[config.mk]
export PLATFORM = sky130hd
export DESIGN_NAME = sclk_gen
export DESIGN_NICKNAME = d
export VERILOG_FILES = /design/src/rtl/sclk_gen_pkg.sv /design/src/rtl/sclk_gate_ctl.sv /design/src/rtl/sclk_prescaler.sv /design/src/rtl/sclk_edge_gen.sv /design/src/rtl/sclk_gen.sv
export SDC_FILE = /design/constraint.sdc
export NUM_CORES = 1
export LEC_CHECK = 0
export BUFFER_PORTS_ARGS = -buffer_cell sky130_fd_sc_hd__buf_2
export CAP_MARGIN = 40
export CORE_UTILIZATION = 40
export CTS_CLUSTER_DIAMETER = 80
export DETAILED_ROUTE_END_ITERATION = 10
export GPL_ROUTABILITY_DRIVEN = 0
export GPL_TIMING_DRIVEN = 0
export PLACE_DENSITY = 0.65
export SLEW_MARGIN = 30
export SYNTH_ARGS = -nofsm -noshare
export SYNTH_HDL_FRONTEND = slang
export SYNTH_HIERARCHICAL = 1
export SYNTH_SLANG_ARGS = --single-unit
[constraint.sdc]
create_clock -name clk -period 6.5 [get_ports clk]
set_input_delay 1.3 -clock clk [delete_from_list [all_inputs] [get_ports clk]]
set_output_delay 1.3 -clock clk [all_outputs]
set_load 0.05 [all_outputs]
[src/rtl/sclk_gen_pkg.sv]
package sclk_gen_pkg;

  typedef enum logic {
    PH_180 = 1'b0,
    PH_90  = 1'b1
  } phase_e;

  typedef enum logic {
    EDGE_NORMAL = 1'b0,
    EDGE_SWAP   = 1'b1
  } edge_e;

endpackage

[src/rtl/sclk_gate_ctl.sv]
module sclk_gate_ctl
  import sclk_gen_pkg::*;
#(
  parameter int CODE_W = 2,
  localparam int CNT_W = (1 << CODE_W) - 1
) (
  input  logic              clk,
  input  logic              rst_n,
  input  logic              en_i,
  input  logic [CODE_W-1:0] div_i,
  input  logic              phase_i,
  input  logic              swap_i,
  input  logic              sclk_i,
  input  logic              at_end_i,
  output logic              running_o,
  output logic              start_o,
  output logic              stop_o,
  output logic [CNT_W-1:0]  lim_o,
  output logic [CNT_W-1:0]  half_m1_o,
  output logic              div1_o,
  output phase_e            phase_o,
  output edge_e             swap_o
);

  logic              run_q, run_d;
  logic [CODE_W-1:0] div_q, div_d;
  phase_e            ph_q, ph_d;
  edge_e             sw_q, sw_d;
  logic              start_c, stop_c;
  logic [CNT_W:0]    len_c;

  always_comb begin
    start_c = !run_q && en_i;
    stop_c  = run_q && !en_i && !sclk_i && at_end_i;
    run_d   = run_q;
    div_d   = div_q;
    ph_d    = ph_q;
    sw_d    = sw_q;
    if (start_c) begin
      run_d = 1'b1;
      div_d = div_i;
      ph_d  = phase_e'(phase_i);
      sw_d  = edge_e'(swap_i);
    end else if (stop_c) begin
      run_d = 1'b0;
    end
  end

  always_ff @(posedge clk or negedge rst_n) begin
    if (!rst_n) begin
      run_q <= 1'b0;
      div_q <= '0;
      ph_q  <= PH_180;
      sw_q  <= EDGE_NORMAL;
    end else begin
      run_q <= run_d;
      div_q <= div_d;
      ph_q  <= ph_d;
      sw_q  <= sw_d;
    end
  end

  assign len_c     = {{CNT_W{1'b0}}, 1'b1} << div_q;
  assign lim_o     = CNT_W'(len_c - 1'b1);
  assign half_m1_o = CNT_W'((len_c >> 1) - 1'b1);
  assign div1_o    = (div_q == '0);
  assign running_o = run_q;
  assign start_o   = start_c;
  assign stop_o    = stop_c;
  assign phase_o   = ph_q;
  assign swap_o    = sw_q;

  AST_CFG_HELD: assert property (@(posedge clk) disable iff (!rst_n)
    (run_q && $past(run_q)) |-> ($stable(div_q) && $stable(ph_q) && $stable(sw_q)));
  AST_STOP_AT_LOW_END: assert property (@(posedge clk) disable iff (!rst_n)
    $fell(run_q) |-> $past(!sclk_i && at_end_i));

endmodule

[src/rtl/sclk_prescaler.sv]
module sclk_prescaler #(
  parameter int CNT_W = 3
) (
  input  logic             clk,
  input  logic             rst_n,
  input  logic             running_i,
  input  logic             start_i,
  input  logic [CNT_W-1:0] lim_i,
  output logic [CNT_W-1:0] cnt_o,
  output logic             at_end_o
);

  logic [CNT_W-1:0] cnt_q, cnt_d;
  logic             at_end_c;

  always_comb begin
    at_end_c = (cnt_q == lim_i);
    cnt_d    = cnt_q;
    if (start_i)
      cnt_d = '0;
    else if (running_i)
      cnt_d = at_end_c ? '0 : cnt_q + 1'b1;
  end

  always_ff @(posedge clk or negedge rst_n) begin
    if (!rst_n) cnt_q <= '0;
    else        cnt_q <= cnt_d;
  end

  assign cnt_o    = cnt_q;
  assign at_end_o = at_end_c;

  AST_CNT_IN_RANGE: assert property (@(posedge clk) disable iff (!rst_n)
    running_i |-> (cnt_q <= lim_i));

endmodule

[src/rtl/sclk_edge_gen.sv]
module sclk_edge_gen
  import sclk_gen_pkg::*;
#(
  parameter int CNT_W = 3
) (
  input  logic             clk,
  input  logic             rst_n,
  input  logic             running_i,
  input  logic             start_i,
  input  logic             stop_i,
  input  logic             at_end_i,
  input  logic [CNT_W-1:0] cnt_i,
  input  logic [CNT_W-1:0] half_m1_i,
  input  logic             div1_i,
  input  phase_e           phase_i,
  input  edge_e            swap_i,
  output logic             sclk_o,
  output logic             shift_o,
  output logic             sample_o
);

  logic sclk_q, sclk_d;
  logic first_q, first_d;
  logic tick_c, launch_lvl, edge_samp_c, mid_samp_c;

  always_comb begin
    tick_c      = running_i && at_end_i && !stop_i;
    launch_lvl  = (swap_i == EDGE_NORMAL);
    edge_samp_c = tick_c && (sclk_q != launch_lvl);
    mid_samp_c  = running_i && !first_q && !div1_i &&
                  (cnt_i == half_m1_i) && (sclk_q == launch_lvl);
    sclk_d  = tick_c ? !sclk_q : sclk_q;
    first_d = start_i ? 1'b1 : (tick_c ? 1'b0 : first_q);
  end

  always_ff @(posedge clk or negedge rst_n) begin
    if (!rst_n) begin
      sclk_q  <= 1'b0;
      first_q <= 1'b0;
    end else begin
      sclk_q  <= sclk_d;
      first_q <= first_d;
    end
  end

  assign sclk_o   = sclk_q;
  assign shift_o  = tick_c && (sclk_q == launch_lvl);
  assign sample_o = (phase_i == PH_90 && !div1_i) ? mid_samp_c : edge_samp_c;

  AST_STROBES_EXCLUSIVE: assert property (@(posedge clk) disable iff (!rst_n)
    !(shift_o && sample_o));
  AST_NO_STROBE_STOPPED: assert property (@(posedge clk) disable iff (!rst_n)
    !running_i |-> (!shift_o && !sample_o));
  AST_SCLK_FROZEN: assert property (@(posedge clk) disable iff (!rst_n)
    (!running_i && $past(!running_i)) |-> $stable(sclk_q));

endmodule

[src/rtl/sclk_gen.sv]
module sclk_gen
  import sclk_gen_pkg::*;
#(
  parameter int CODE_W = 2,
  localparam int CNT_W = (1 << CODE_W) - 1
) (
  input  logic              clk,
  input  logic              rst_n,
  input  logic              clk_en_i,
  input  logic [CODE_W-1:0] div_code_i,
  input  logic              phase_i,
  input  logic              samp_edge_i,
  input  logic              eng_busy_i,
  output logic              shift_stb_o,
  output logic              sample_stb_o,
  output logic              sclk_o,
  output logic              clk_stopped_o,
  output logic              idle_o
);

  logic [1:0]       rst_sync_q;
  logic             rst_int_n;
  logic             running, start, stop, at_end, div1;
  logic [CNT_W-1:0] cnt, lim, half_m1;
  phase_e           phase_q;
  edge_e            swap_q;
  logic             idle_q, idle_d;

  always_ff @(posedge clk or negedge rst_n) begin
    if (!rst_n) rst_sync_q <= 2'b00;
    else        rst_sync_q <= {rst_sync_q[0], 1'b1};
  end
  assign rst_int_n = rst_sync_q[1];

  sclk_gate_ctl #(.CODE_W(CODE_W)) u_gate (
    .clk       (clk),
    .rst_n     (rst_int_n),
    .en_i      (clk_en_i),
    .div_i     (div_code_i),
    .phase_i   (phase_i),
    .swap_i    (samp_edge_i),
    .sclk_i    (sclk_o),
    .at_end_i  (at_end),
    .running_o (running),
    .start_o   (start),
    .stop_o    (stop),
    .lim_o     (lim),
    .half_m1_o (half_m1),
    .div1_o    (div1),
    .phase_o   (phase_q),
    .swap_o    (swap_q)
  );

  sclk_prescaler #(.CNT_W(CNT_W)) u_presc (
    .clk       (clk),
    .rst_n     (rst_int_n),
    .running_i (running),
    .start_i   (start),
    .lim_i     (lim),
    .cnt_o     (cnt),
    .at_end_o  (at_end)
  );

  sclk_edge_gen #(.CNT_W(CNT_W)) u_edge (
    .clk       (clk),
    .rst_n     (rst_int_n),
    .running_i (running),
    .start_i   (start),
    .stop_i    (stop),
    .at_end_i  (at_end),
    .cnt_i     (cnt),
    .half_m1_i (half_m1),
    .div1_i    (div1),
    .phase_i   (phase_q),
    .swap_i    (swap_q),
    .sclk_o    (sclk_o),
    .shift_o   (shift_stb_o),
    .sample_o  (sample_stb_o)
  );

  always_comb idle_d = !eng_busy_i;

  always_ff @(posedge clk or negedge rst_int_n) begin
    if (!rst_int_n) idle_q <= 1'b1;
    else            idle_q <= idle_d;
  end

  assign idle_o        = idle_q;
  assign clk_stopped_o = !running;

  AST_STOPPED_LOW: assert property (@(posedge clk) disable iff (!rst_int_n)
    clk_stopped_o |-> !sclk_o);
  AST_IDLE_FOLLOWS_BUSY: assert property (@(posedge clk) disable iff (!rst_int_n)
    $rose(eng_busy_i) |=> !idle_o);

endmodule

* Yosys cells after proc, flatten, opt, wreduce, memory -nomap -nowiden
Cells that the tools add are included.
** Word-level totals
- Flip-flop bits (word level) :: 13
- Input port bits :: 8
** Cells by class
- Add/sub/neg operators :: 3
- Eq/ne operators :: 4
- Shifts and indexed selects :: 1
- Mux-type cells :: 8
- Bitwise logic cells :: 1
- Reductions and logical operators :: 24
** Operator list (count)
- $logic_and 1x1->1 :: 13
- $mux 3 :: 3
- $logic_not 1->1 :: 7
- $eq 3x3->1 :: 2
- $reduce_bool 2->1 :: 3
- $sub 3x1->3 const B :: 2
- $mux 1 :: 5
- $shl 1x2->4 const A :: 1
- $add 3x1->3 const B :: 1
- $logic_not 2->1 :: 1
- $eq 1x1->1 :: 1
- $ne 1x1->1 :: 1
- $not 1->1 :: 1

* Logic depth before layout (Yosys ltp)
- Depth in word-level cells :: 8
- Gate-level depth with buffers :: 9

* Modules after synthesis
Netlist, hierarchy kept.
** Modules (own cells, without submodules)
- sclk_gate_ctl :: times used 1, cells each 24, area an instance 305.3 sq um, sequential area each 125.1 sq um
- sclk_prescaler :: times used 1, cells each 20, area an instance 216.5 sq um, sequential area each 75.1 sq um
- sclk_edge_gen :: times used 1, cells each 15, area an instance 146.4 sq um, sequential area each 50.0 sq um
- sclk_gen :: times used 1, cells each 6, area an instance 87.6 sq um, sequential area each 76.3 sq um

* Worst setup path before layout
Ideal clock, no wire load.
- Kind :: input -> output
- From :: input port clk_en_i
- To :: output port sample_stb_o
- Arrival time :: 2339 ps
- Setup slack :: 2861 ps
- Stages :: 3
- Cell sequence :: nor3b_1 nand3b_1 o22ai_1
** On the way
- Longest elaborated chain between the ends :: 8
** Ends and longest elaborated chain
- from (decl) :: RTL line sclk_gen.sv:9 : input logic clk_en_i,
- $logic_not 1->1 :: RTL line sclk_gate_ctl.sv:34 : stop_c = run_q && !en_i && !sclk_i && at_end_i;
- $logic_and 1x1->1 (3 in series) :: RTL line sclk_gate_ctl.sv:34
- $logic_not 1->1 :: RTL line sclk_edge_gen.sv:27 : tick_c = running_i && at_end_i && !stop_i;
- $logic_and 1x1->1 :: RTL line sclk_edge_gen.sv:27
- $logic_and 1x1->1 :: RTL line sclk_edge_gen.sv:29 : edge_samp_c = tick_c && (sclk_q != launch_lvl);
- $mux 1 :: RTL line sclk_edge_gen.sv:48 : assign sample_o = (phase_i == PH_90 && !div1_i) ? mid_samp_c : edge_samp_c;
- to (decl) :: RTL line sclk_gen.sv:15 : output logic sample_stb_o,
Every way passes these cells.

* Worst setup path in the final report
- From :: register u_gate.div_q[0]
- To :: output port sample_stb_o
** On the way
- Elaborated cells between the ends (all ways) :: 17
** RTL lines
- from (decl) :: RTL line sclk_gate_ctl.sv:26 : logic [CODE_W-1:0] div_q, div_d;
- from (signal assigned) :: RTL line sclk_gate_ctl.sv:57 : div_q <= div_d;
- $logic_not 2->1 * :: RTL line sclk_gate_ctl.sv:66 : assign div1_o = (div_q == '0);
- named net div1 :: RTL line sclk_gen.sv:23 : logic running, start, stop, at_end, div1;
- $logic_not 1->1 * :: RTL line sclk_edge_gen.sv:30, sclk_edge_gen.sv:48
- $logic_and 1x1->1 (2 in series) :: RTL line sclk_edge_gen.sv:30 : mid_samp_c = running_i && !first_q && !div1_i &&
- $logic_and 1x1->1 :: RTL line sclk_edge_gen.sv:31 : (cnt_i == half_m1_i) && (sclk_q == launch_lvl);
- $mux 1 * :: RTL line sclk_edge_gen.sv:48
The timed path passes the listed nets; every way through them passes the cells marked *.

==> results.py <==
metrics = {
    "clock_tree": {
        "clock_tree.root_cell": "clkbuf_4",
        "postCtsHoldBufs": 0,
        "postCtsSetupRepairBufs": 0,
        "h-tree-depth": 1,
        "cts-resized-gates": 0,
        "cts_buffers": 3,
        "clk_latency_ns": 0.27,
        "cts_tree": "yes",
        "clock-sinks": 13,
        "clk_pin_slew_ns": 0.08,
        "cts_buffer_depth": 2,
    },
    "synthesis": {
        "avgSynthCellArea_sq_um": 11.6,
        "synth_ff_type": "dfrtp_1",
        "synth_most_common_cell": "dfrtp_1",
        "synthArstFlopShare_pct": 100,
        "syn-instance-count": 65,
        "synth_area_leaders": "dfrtp_1, mux2_4, xnor2_1",
        "synth_area_leader_cell": "dfrtp_1",
        "synth-warning-count": 6,
        "yosysSeqAreaShare_pct": 43.2,
        "synth_top_cell_area_share_pct": 39.7,
        "yosys-top-cells-count": "dfrtp_1, inv_1, xnor2_1",
        "yosys_register_bits": 13,
        "yosysUniqueCellTypes": 29,
        "synth_edf_count": 0,
        "syn_nets": 77,
        "syn_area_sq_um": 756,
    },
    "power": {
        "swShare_pct": 45.0,
        "cellPowerDensity_nw_per_um2": 535,
        "p_sw_mw": 0.211,
        "intPower_mw": 0.258,
        "p_leak_nw": 0.427,
        "pwr-share-seq_pct": 31.6,
        "clkPwrFrac_pct": 10.5,
        "combPwrFrac_pct": 58.0,
        "ir_worst_vdd_v": 0.000222,
    },
    "global_route": {
        "grt.overflow.total": 0,
        "antenna_found_initial": 0,
        "grt_max_degree": 13,
        "grt_pass1_wl_um": 2000,
        "grt_pass1_vias": 471,
        "grt_usage_pct": 14.2,
    },
    "floorplan": {
        "rows": 15,
        "die_w_um": 45.5,
        "ios": 13,
        "die_y_um": 45.5,
        "core-area_sq_um": 1750,
        "initial_core_util_pct": 43.3,
        "dieArea_sq_um": 2070,
    },
    "worst_setup_path": {
        "critPathLaunch": "u_gate/div_q[0]",
        "path_cells": "inv_1 -> ha_1 -> xnor2_1 -> xor2_1 -> nor3_1 -> nand2b_1 -> nor3b_1 -> nand3b_1 -> o22ai_1 -> buf_2",
        "setup.worst_path.end_class": "output port",
        "critical_path_depth": 10,
        "crit_family": "XOR/XNOR gates",
        "r2r_start": "u_gate/div_q[0]",
        "worst_setup_path_start_kind": "flip-flop",
        "critPathMaxFanout": 5,
        "cp_slowest_stage_delay_ns": 0.41,
        "crit_type": "reg -> out",
        "arrival_ns": 2.46,
        "cpMaxStageDelayCell": "dfrtp_1",
        "ff2ff_path_depth": 9,
        "cp.buffers_inverters": 2,
        "regToRegSetupSlack_ns": 4.43,
        "r2r_end": "u_edge/first_q",
        "crit_required_ns": 5.20,
        "crit_end": "sample_stb_o",
    },
    "sta": {
        "slew_viol_final": 0,
        "clock_skew_ns": 0.00381,
        "fmax_ghz": 0.266,
        "finalHoldViolCount": 0,
        "timing.final.crit_period_ns": 3.76,
        "tns_ns": 0,
        "setup_viol": 0,
        "fin_ws_ns": 2.74,
        "rsz0062_at_grt": "no",
        "post-route-period-util_pct": 57.8,
    },
    "finish": {
        "multiInputGateArea_sq_um": 377,
        "antenna_cells": 0,
        "final_cell_count_no_fill": 106,
        "fill_cells": 165,
        "fin_nets": 94,
        "syn_to_final_growth_pct": 15.7,
        "drive_gt1_share_pct": 34.6,
        "ff_latch_area_sq_um": 327,
    },
    "routing": {
        "met1Wirelength_um": 584,
        "dr_wl_met2_um": 544,
        "vias": 496,
        "drc": 0,
        "antenna_left": 0,
        "routed_wl_um": 1210,
        "dr_wl_met3_um": 66,
        "wl_per_cell_um": 11.4,
        "firstDrtPassIters": 3,
        "top_layer": "met4",
        "drtIter0Drc": 4,
        "vias_per_cell": 4.68,
    },
    "min_path": {
        "hold_path.class": "reg -> async",
    },
    "place": {
        "port-buffer-count": 12,
        "dpl.hpwl_um": 902,
        "dp_slack_ns": 3.05,
        "dp_cells": 102,
    },
    "run_status": {
        "status": "finished, final reports clean",
    },
    "job": {
        "maxCapViolations": 0,
    },
}
worst reg2reg max path: stages (launching register included):
cell and delay [ns]:
dfrtp_1 0.41, inv_1 0.06, ha_1 0.25, xnor2_1 0.21
xor2_1 0.30, nor3_1 0.11, nand2b_1 0.11, nor3b_1 0.05
nand3b_1 0.24, a21o_1 0.23
sequential cells by signal (all words and copies together) (netlist names):
name and flops:
u_presc/cnt_o 3, rst_sync_q 2, u_gate/div_q 2, idle_o 1
u_edge/first_q 1, u_edge/sclk_o 1, u_gate/phase_o 1, u_gate/running_o 1
u_gate/swap_o 1
power groups by stage:
stage          logic (mW)  clock network, mW  registers, mW
2_1_floorplan       0.220                  0          0.153
3_3_place_gp        0.265                  0          0.148
3_5_place_dp        0.271                  0          0.150
4_1_cts             0.273             0.0525          0.148
5_1_grt             0.302             0.0570          0.152
6_report            0.272             0.0490          0.148
layer usage:
layer / global-route usage (%) / up-vias
met1: 17.7 / 236
met5: 0 / -
li1: - / 246
met3: 6.35 / 2
met2: 21.4 / 12
met4: 5.45 / 0
metrics by stage:
step           util, %  power (mW)  hold slack, ns  instance area (sq um)
5_1_grt           50.1       0.511           0.240                    875
2_1_floorplan        -       0.373           0.133                    756
4_1_cts           50.1       0.473           0.205                    875
3_5_place_dp      48.5       0.421           0.210                    847
3_3_place_gp      48.5       0.413           0.204                    847
6_report          50.1       0.468           0.189                    875
worst min-delay path by stage:
stage / to / slack, ns / depth (start not counted)
CTS: u_gate/div_q[1] / 0.20 / 0
global route: u_gate/div_q[1] / 0.24 / 0
floorplan: u_edge/first_q / 0.13 / 0
global placement: u_gate/div_q[0] / 0.20 / 0
detailed placement: u_gate/swap_o / 0.21 / 0
finish: u_gate/div_q[1] / 0.19 / 0
cell usage in the layout (no fill, tap or decap), types with 2 or more instances in the layout:
cell / instances
a21oi_1: 3
buf_2: 12
clkbuf_4: 3
dfrtp_1: 12
ha_1: 4
inv_1: 9
mux2_4: 4
nand2b_1: 2
o311ai_1: 2
or2b_1: 2
xnor2_1: 6
xor2_2: 2
cell type report:
cell class,instances,area share (%)
Buffer,2,2.15
Clock buffer,3,2.58
Clock inverter,1,0.572
Inverter,9,3.86
Multi-Input combinational cell,41,43.1
Sequential cell,13,37.3
Tap cell,25,3.58
Timing Repair Buffer,12,6.87
logic make-up after synthesis:
group	synth area share, %
AND/OR/NAND/NOR	13.2
AO/OA/AOI/OAI	9.11
adder cells (fa/ha/maj)	6.62
other	0.496
XOR/XNOR	12.4
buffers and inverters	6.95
flip-flops	43.2
multiplexers	7.95
Note: power is estimated with default switching activity, not from simulation.
